$ cat config.mk
export PLATFORM = sky130hd
export DESIGN_NAME = evc_collector
export DESIGN_NICKNAME = d
export VERILOG_FILES = /design/src/rtl/evc_pkg.sv /design/src/rtl/evc_trigger.sv /design/src/rtl/evc_arbiter.sv /design/src/rtl/evc_fifo.sv /design/src/rtl/evc_collector.sv
export SDC_FILE = /design/constraint.sdc
export NUM_CORES = 1
export LEC_CHECK = 0
export BUFFER_PORTS_ARGS = -buffer_cell sky130_fd_sc_hd__buf_2
export CAP_MARGIN = 15
export CORE_ASPECT_RATIO = 0.8
export CORE_MARGIN = 2
export CORE_UTILIZATION = 64
export DETAILED_ROUTE_END_ITERATION = 8
export PLACE_DENSITY_LB_ADDON = 0.2
export SETUP_SLACK_MARGIN = 0.1
export SYNTH_ARGS = -nofsm -noshare
export SYNTH_HDL_FRONTEND = slang
export SYNTH_SLANG_ARGS = --single-unit
export TNS_END_PERCENT = 10
$ cat constraint.sdc
create_clock -name clk -period 7.85 [get_ports clk]
set_input_delay 0.785 -clock clk [delete_from_list [all_inputs] [get_ports clk]]
set_output_delay 0.785 -clock clk [all_outputs]
set_load 0.01 [all_outputs]
$ cat src/rtl/evc_pkg.sv
package evc_pkg;
  localparam int EVC_HW_LINES = 160;
  localparam int EVC_SW_LINES = 8;
  localparam int EVC_RSV_LO   = 36;
  localparam int EVC_RSV_HI   = 111;
  localparam int EVC_DEPTH    = 16;
  localparam int EVC_IDW      = 8;
  localparam int EVC_ADDR_W   = 4;

  function automatic int evc_words(input int nbits);
    return (nbits + 31) / 32;
  endfunction

  function automatic bit evc_reserved(input int id, input int lo, input int hi);
    return (id >= lo) && (id <= hi);
  endfunction
endpackage

$ cat src/rtl/evc_trigger.sv
module evc_trigger #(
  parameter int N_HW   = 160,
  parameter int N_SW   = 8,
  parameter int RSV_LO = 36,
  parameter int RSV_HI = 111,
  localparam int N     = N_HW + N_SW + 1
) (
  input  logic            clk,
  input  logic            rst_n,
  input  logic [N_HW-1:0] hw_evt,
  input  logic [N_SW-1:0] sw_evt,
  input  logic            ref_in,
  input  logic [N-1:0]    en,
  output logic [N-1:0]    accept
);
  logic [N_HW-1:0] prev_q;
  logic            ref_prev_q;
  logic [N_HW-1:0] hw_rise;

  always_ff @(posedge clk or negedge rst_n) begin
    if (!rst_n) begin
      prev_q     <= '0;
      ref_prev_q <= 1'b0;
    end else begin
      prev_q     <= hw_evt;
      ref_prev_q <= ref_in;
    end
  end

  for (genvar g = 0; g < N_HW; g++) begin : g_line
    if (evc_pkg::evc_reserved(g, RSV_LO, RSV_HI)) begin : g_rsv
      assign hw_rise[g] = 1'b0;
    end else begin : g_live
      assign hw_rise[g] = hw_evt[g] & ~prev_q[g];
    end
  end

  assign accept = {ref_in & ~ref_prev_q, sw_evt, hw_rise} & en;
endmodule

$ cat src/rtl/evc_arbiter.sv
module evc_arbiter #(
  parameter int N   = 169,
  parameter int IDW = 8
) (
  input  logic           clk,
  input  logic           rst_n,
  input  logic [N-1:0]   accept,
  input  logic           space,
  output logic [N-1:0]   pend,
  output logic           grant_vld,
  output logic [IDW-1:0] grant_id,
  output logic [N-1:0]   grant_vec
);
  localparam logic [N-1:0] ONE = {{(N-1){1'b0}}, 1'b1};

  function automatic logic [IDW-1:0] lowest(input logic [N-1:0] v);
    logic [IDW-1:0] r;
    r = '0;
    for (int i = N - 1; i >= 0; i--) begin
      if (v[i]) r = IDW'(i);
    end
    return r;
  endfunction

  logic [N-1:0] pend_q;

  assign pend      = pend_q;
  assign grant_vld = space & (|pend_q);
  assign grant_id  = lowest(pend_q);
  assign grant_vec = grant_vld ? (ONE << grant_id) : '0;

  always_ff @(posedge clk or negedge rst_n) begin
    if (!rst_n) pend_q <= '0;
    else        pend_q <= (pend_q & ~grant_vec) | accept;
  end
endmodule

$ cat src/rtl/evc_fifo.sv
module evc_fifo #(
  parameter int DEPTH = 16,
  parameter int W     = 8,
  localparam int AW   = $clog2(DEPTH),
  localparam int CNTW = $clog2(DEPTH + 1)
) (
  input  logic            clk,
  input  logic            rst_n,
  input  logic            push,
  input  logic [W-1:0]    din,
  input  logic            pop,
  output logic [W-1:0]    head,
  output logic            full,
  output logic            empty,
  output logic [CNTW-1:0] cnt
);
  logic [W-1:0]    mem [DEPTH];
  logic [AW-1:0]   wptr_q, rptr_q;
  logic [CNTW-1:0] cnt_q;

  assign head  = mem[rptr_q];
  assign cnt   = cnt_q;
  assign full  = (cnt_q == CNTW'(DEPTH));
  assign empty = (cnt_q == '0);

  always_ff @(posedge clk) begin
    if (push) mem[wptr_q] <= din;
  end

  always_ff @(posedge clk or negedge rst_n) begin
    if (!rst_n) begin
      wptr_q <= '0;
      rptr_q <= '0;
      cnt_q  <= '0;
    end else begin
      if (push) wptr_q <= wptr_q + 1'b1;
      if (pop)  rptr_q <= rptr_q + 1'b1;
      cnt_q <= cnt_q + CNTW'(push) - CNTW'(pop);
    end
  end
endmodule

$ cat src/rtl/evc_collector.sv
module evc_collector #(
  parameter int N_HW   = evc_pkg::EVC_HW_LINES,
  parameter int N_SW   = evc_pkg::EVC_SW_LINES,
  parameter int RSV_LO = evc_pkg::EVC_RSV_LO,
  parameter int RSV_HI = evc_pkg::EVC_RSV_HI,
  parameter int DEPTH  = evc_pkg::EVC_DEPTH,
  parameter int IDW    = evc_pkg::EVC_IDW,
  parameter int ADDR_W = evc_pkg::EVC_ADDR_W
) (
  input  logic              clk,
  input  logic              rst_n,
  input  logic [N_HW-1:0]   hw_evt,
  input  logic              ref_in,
  input  logic              bus_wr,
  input  logic              bus_rd,
  input  logic [ADDR_W-1:0] bus_addr,
  input  logic [31:0]       bus_wdata,
  output logic [31:0]       bus_rdata,
  output logic              irq
);
  localparam int N        = N_HW + N_SW + 1;
  localparam int EN_WORDS = evc_pkg::evc_words(N);
  localparam int CNTW     = $clog2(DEPTH + 1);
  localparam logic [ADDR_W-1:0] A_SWEV = ADDR_W'(EN_WORDS);
  localparam logic [ADDR_W-1:0] A_POP  = ADDR_W'(EN_WORDS + 1);
  localparam logic [ADDR_W-1:0] A_STAT = ADDR_W'(EN_WORDS + 2);

  logic [N-1:0]          en_q;
  logic                  ovf_q;
  logic [N-1:0]          accept;
  logic [N-1:0]          pend;
  logic [N-1:0]          grant_vec;
  logic [IDW-1:0]        grant_id;
  logic [IDW-1:0]        head;
  logic [CNTW-1:0]       cnt;
  logic [N_SW-1:0]       sw_evt;
  logic [EN_WORDS*32-1:0] en_pad;
  logic                  push, pop_fire, full, empty, accept_any, ovf_clr;

  assign sw_evt     = (bus_wr && bus_addr == A_SWEV) ? bus_wdata[N_SW-1:0] : '0;
  assign accept_any = |accept;
  assign pop_fire   = bus_rd && (bus_addr == A_POP) && !empty;
  assign ovf_clr    = bus_wr && (bus_addr == A_STAT) && bus_wdata[0];
  assign irq        = !empty;
  assign en_pad     = (EN_WORDS*32)'(en_q);

  evc_trigger #(.N_HW(N_HW), .N_SW(N_SW), .RSV_LO(RSV_LO), .RSV_HI(RSV_HI)) u_trig (
    .clk(clk), .rst_n(rst_n), .hw_evt(hw_evt), .sw_evt(sw_evt),
    .ref_in(ref_in), .en(en_q), .accept(accept)
  );

  evc_arbiter #(.N(N), .IDW(IDW)) u_arb (
    .clk(clk), .rst_n(rst_n), .accept(accept), .space(!full), .pend(pend),
    .grant_vld(push), .grant_id(grant_id), .grant_vec(grant_vec)
  );

  evc_fifo #(.DEPTH(DEPTH), .W(IDW)) u_fifo (
    .clk(clk), .rst_n(rst_n), .push(push), .din(grant_id), .pop(pop_fire),
    .head(head), .full(full), .empty(empty), .cnt(cnt)
  );

  for (genvar g = 0; g < N; g++) begin : g_en
    always_ff @(posedge clk or negedge rst_n) begin
      if (!rst_n) en_q[g] <= 1'b0;
      else if (bus_wr && bus_addr == ADDR_W'(g / 32)) en_q[g] <= bus_wdata[g % 32];
    end
  end

  always_ff @(posedge clk or negedge rst_n) begin
    if (!rst_n)                  ovf_q <= 1'b0;
    else if (accept_any && full) ovf_q <= 1'b1;
    else if (ovf_clr)            ovf_q <= 1'b0;
  end

  always_comb begin
    bus_rdata = '0;
    if (bus_rd) begin
      if (int'(bus_addr) < EN_WORDS)
        bus_rdata = en_pad[int'(bus_addr)*32 +: 32];
      else if (bus_addr == A_POP && !empty)
        bus_rdata = {1'b1, {(31-IDW){1'b0}}, head};
      else if (bus_addr == A_STAT)
        bus_rdata = (32'(cnt) << 8) | 32'(ovf_q);
    end
  end
endmodule

==> impl_metrics.json <==
{
  "run_status": "completed",
  "grt_antenna_before_repair": 6,
  "yosys.area_share.adder": 0.00615,
  "drt_pass1_iterations": 7,
  "hold_class": "input pin to asynchronous set/reset pin",
  "wire_per_inst_um": 25.7,
  "fillers": 2573,
  "relSlewSlack": 0.201,
  "synth_top_area_share": 0.426,
  "ant_nets": 0,
  "grt_usage": 0.344,
  "layout_min_cycle_time_ns": 4.62,
  "yosys.area_share.xor_xnor": 0.00342,
  "path_class": "flip-flop to flip-flop",
  "die_h_um": 183,
  "grt_pass1_vias": 18820,
  "ioPinCount": 234,
  "place.gp.congestion": 0.958,
  "leakage_nw": 11.7,
  "root_buffer": "clkbuf_16",
  "seq_area_frac_synth": 0.576,
  "vdd_drop_max_mv": 0.237,
  "yosys.area_share.simple": 0.147,
  "vias": 18688,
  "syn_area_um2": 25600,
  "final.setup.tns_ns": 0,
  "rows": 65,
  "tightestPinTransition_ns": 1.19,
  "dp_cells": 2641,
  "synth_top_cell_by_area": "dfrtp_1",
  "fin_crit_sh": 0.588,
  "drc": 0,
  "async_reset_ff_frac": 0.773,
  "crit_arrival_ns": 5.07,
  "syn-num-nets": 2218,
  "synth_compound_area_frac": 0.107,
  "synth_ff_type": "dfrtp_1",
  "synthMuxAreaShare": 0.137,
  "powerDensity_nw_per_um2": 305,
  "hold_viol_final": 0,
  "crit_required_ns": 8.30,
  "syn_inst": 2005,
  "post_cts_resized": 0,
  "wirelength_um": 70700,
  "place_area_um2": 27000,
  "fin_skew_ns": 0.0203,
  "die_x_um": 228,
  "clockBufferDepth": 3,
  "portBuffers": 157,
  "instances_no_fill": 2746,
  "clk_pin_slew_ns": 0.07,
  "final_cell_area_um2": 28900,
  "postCtsSetupBuffers": 0,
  "rsz0062_at_grt": "no",
  "clkSinkCount": 565,
  "max_freq_ghz": 0.217,
  "multi_input_area_um2": 10300,
  "synth_edf_count": 128,
  "setup_viol": 0,
  "grt_first_pass_wirelength_um": 110000,
  "numCtsBuffers": 54,
  "nNetsFinal": 2376,
  "total_power_mw": 8.80,
  "drive_gt1_frac": 0.255,
  "clk_latency_ns": 0.60,
  "netlist_top_cells_area": "dfrtp_1, edfxtp_1, mux2_2",
  "synth_cell_types": 84,
  "synth-warning-count": 0,
  "h-tree-depth": 2,
  "holdBufCountCts": 0,
  "initial_core_util": 0.650,
  "end_kind": "flip-flop",
  "die-area_um2": 41700,
  "register_area_um2": 14800,
  "avgSynthCellArea_um2": 12.8,
  "max_cap_viol_count": 0,
  "grt_max_degree": 154,
  "ys_ff_latch": 565,
  "synth_top_family_by_area": "simple AND/OR/NAND/NOR gates",
  "startpoint_type": "flip-flop",
  "critPathMaxFanout": 21,
  "via_per_inst": 6.81,
  "drv_slew": 0,
  "yosysMostFrequentCell": "dfrtp_1",
  "core-area_um2": 39400,
  "drt_iter0_markers": 2270,
  "syn_to_final_growth_pct": 12.7,
  "grt-ovfl-total": 0,
  "dp_hpwl_um": 48300,
  "cts_tree": "built",
  "synth_commonest_cells": "dfrtp_1, mux2_2, nor2_1"
}
path summary, 6_finish.rpt:
| kind | startpoint | to | slack (ns) | cells past startpoint |
|---|---|---|---|---|
| max in group asynchronous | rst_n | u_arb.pend[80] | 5.70 | 3 |
| min reg2reg | en_pad[74] | en_pad[74] | 0.50 | 1 |
| min in group clk | hw_evt[119] | u_trig.prev_q[119] | 0.30 | 1 |
| max | u_arb.pend[147] | u_arb.pend[4] | 3.23 | 10 |
| min | rst_n | en_pad[2] | 0.22 | 1 |
| max reg2reg | u_arb.pend[147] | u_arb.pend[4] | 3.23 | 10 |
through the flow:
stage / worst slack (ns) / hold slack (ns) / util
finish: 3.23 / 0.224 / 0.732
global route: 3.01 / 0.293 / 0.732
CTS: 3.34 / 0.263 / 0.732
detailed placement: 3.36 / 0.487 / 0.685
global placement: 3.52 / 0.481 / 0.685
floorplan: 4.48 / 0.466 / -
worst max-delay path: stages (launching register included):
cell      delay [ns]
dfrtp_1         0.44
or4_1           0.54
nor3_1          0.23
o21ai_0         0.13
a211oi_1        0.34
nor2_1          0.14
o211ai_1        0.51
inv_1           0.49
a211oi_4        1.04
buf_4           0.45
a31oi_1         0.14
routing by layer:
layer / global-route usage / wire length, um
met1: 0.489 / 28400
met2: 0.538 / 33200
met3: 0.0720 / 6820
met4: 0.116 / 2210
met5: 0 / 27
report_power, final:
part	switching, mW	internal [mW]	leakage, nW
clock network	1.14	1.55	0.898
registers	0.359	3.56	6.34
logic	1.40	0.794	4.50
total	2.90	5.91	11.7
sequential cells by signal, summed over array words and instances (netlist names):
name / count
u_trig.ref_prev_q: 1
en_pad: 169
u_fifo.cnt: 5
u_fifo.wptr_q: 4
u_trig.prev_q: 84
ovf_q: 1
u_fifo.mem: 128
u_fifo.rptr_q: 4
u_arb.pend: 169
cell families (layout without fill, tap and decap cells):
kind of cell	Yosys count	count (layout)
buffers and inverters	147	347
muxes	248	248
other	0	5
DFF	565	565
AOI/OAI and AO/OA	395	395
xor gates and xnor gates	10	10
and+or+nand+nor	628	628
adders and majority gates	12	12
placed cells by master, fill, tap and decap left out, drive strengths merged, types with 63 or more instances in the layout:
master	Yosys	layout
a21boi	65	65
a21oi	81	81
a31oi	66	66
buf	39	183
clkbuf	44	73
dfrtp	437	437
edfxtp	128	128
inv	63	63
mux2	176	176
mux4	65	65
nand3b	70	70
nor2	144	144
nor4	79	79
layout make-up:
type | count | area share
flip-flops and latches | 565 | 0.512
multi-input cells | 1293 | 0.358
clock buffers | 71 | 0.0524
repair buffers | 185 | 0.0354
well taps | 536 | 0.0232
clock inverters | 27 | 0.0107
inverters | 64 | 0.00832
diodes | 5 | 0.000433
(Power assumes the default switching activity.)
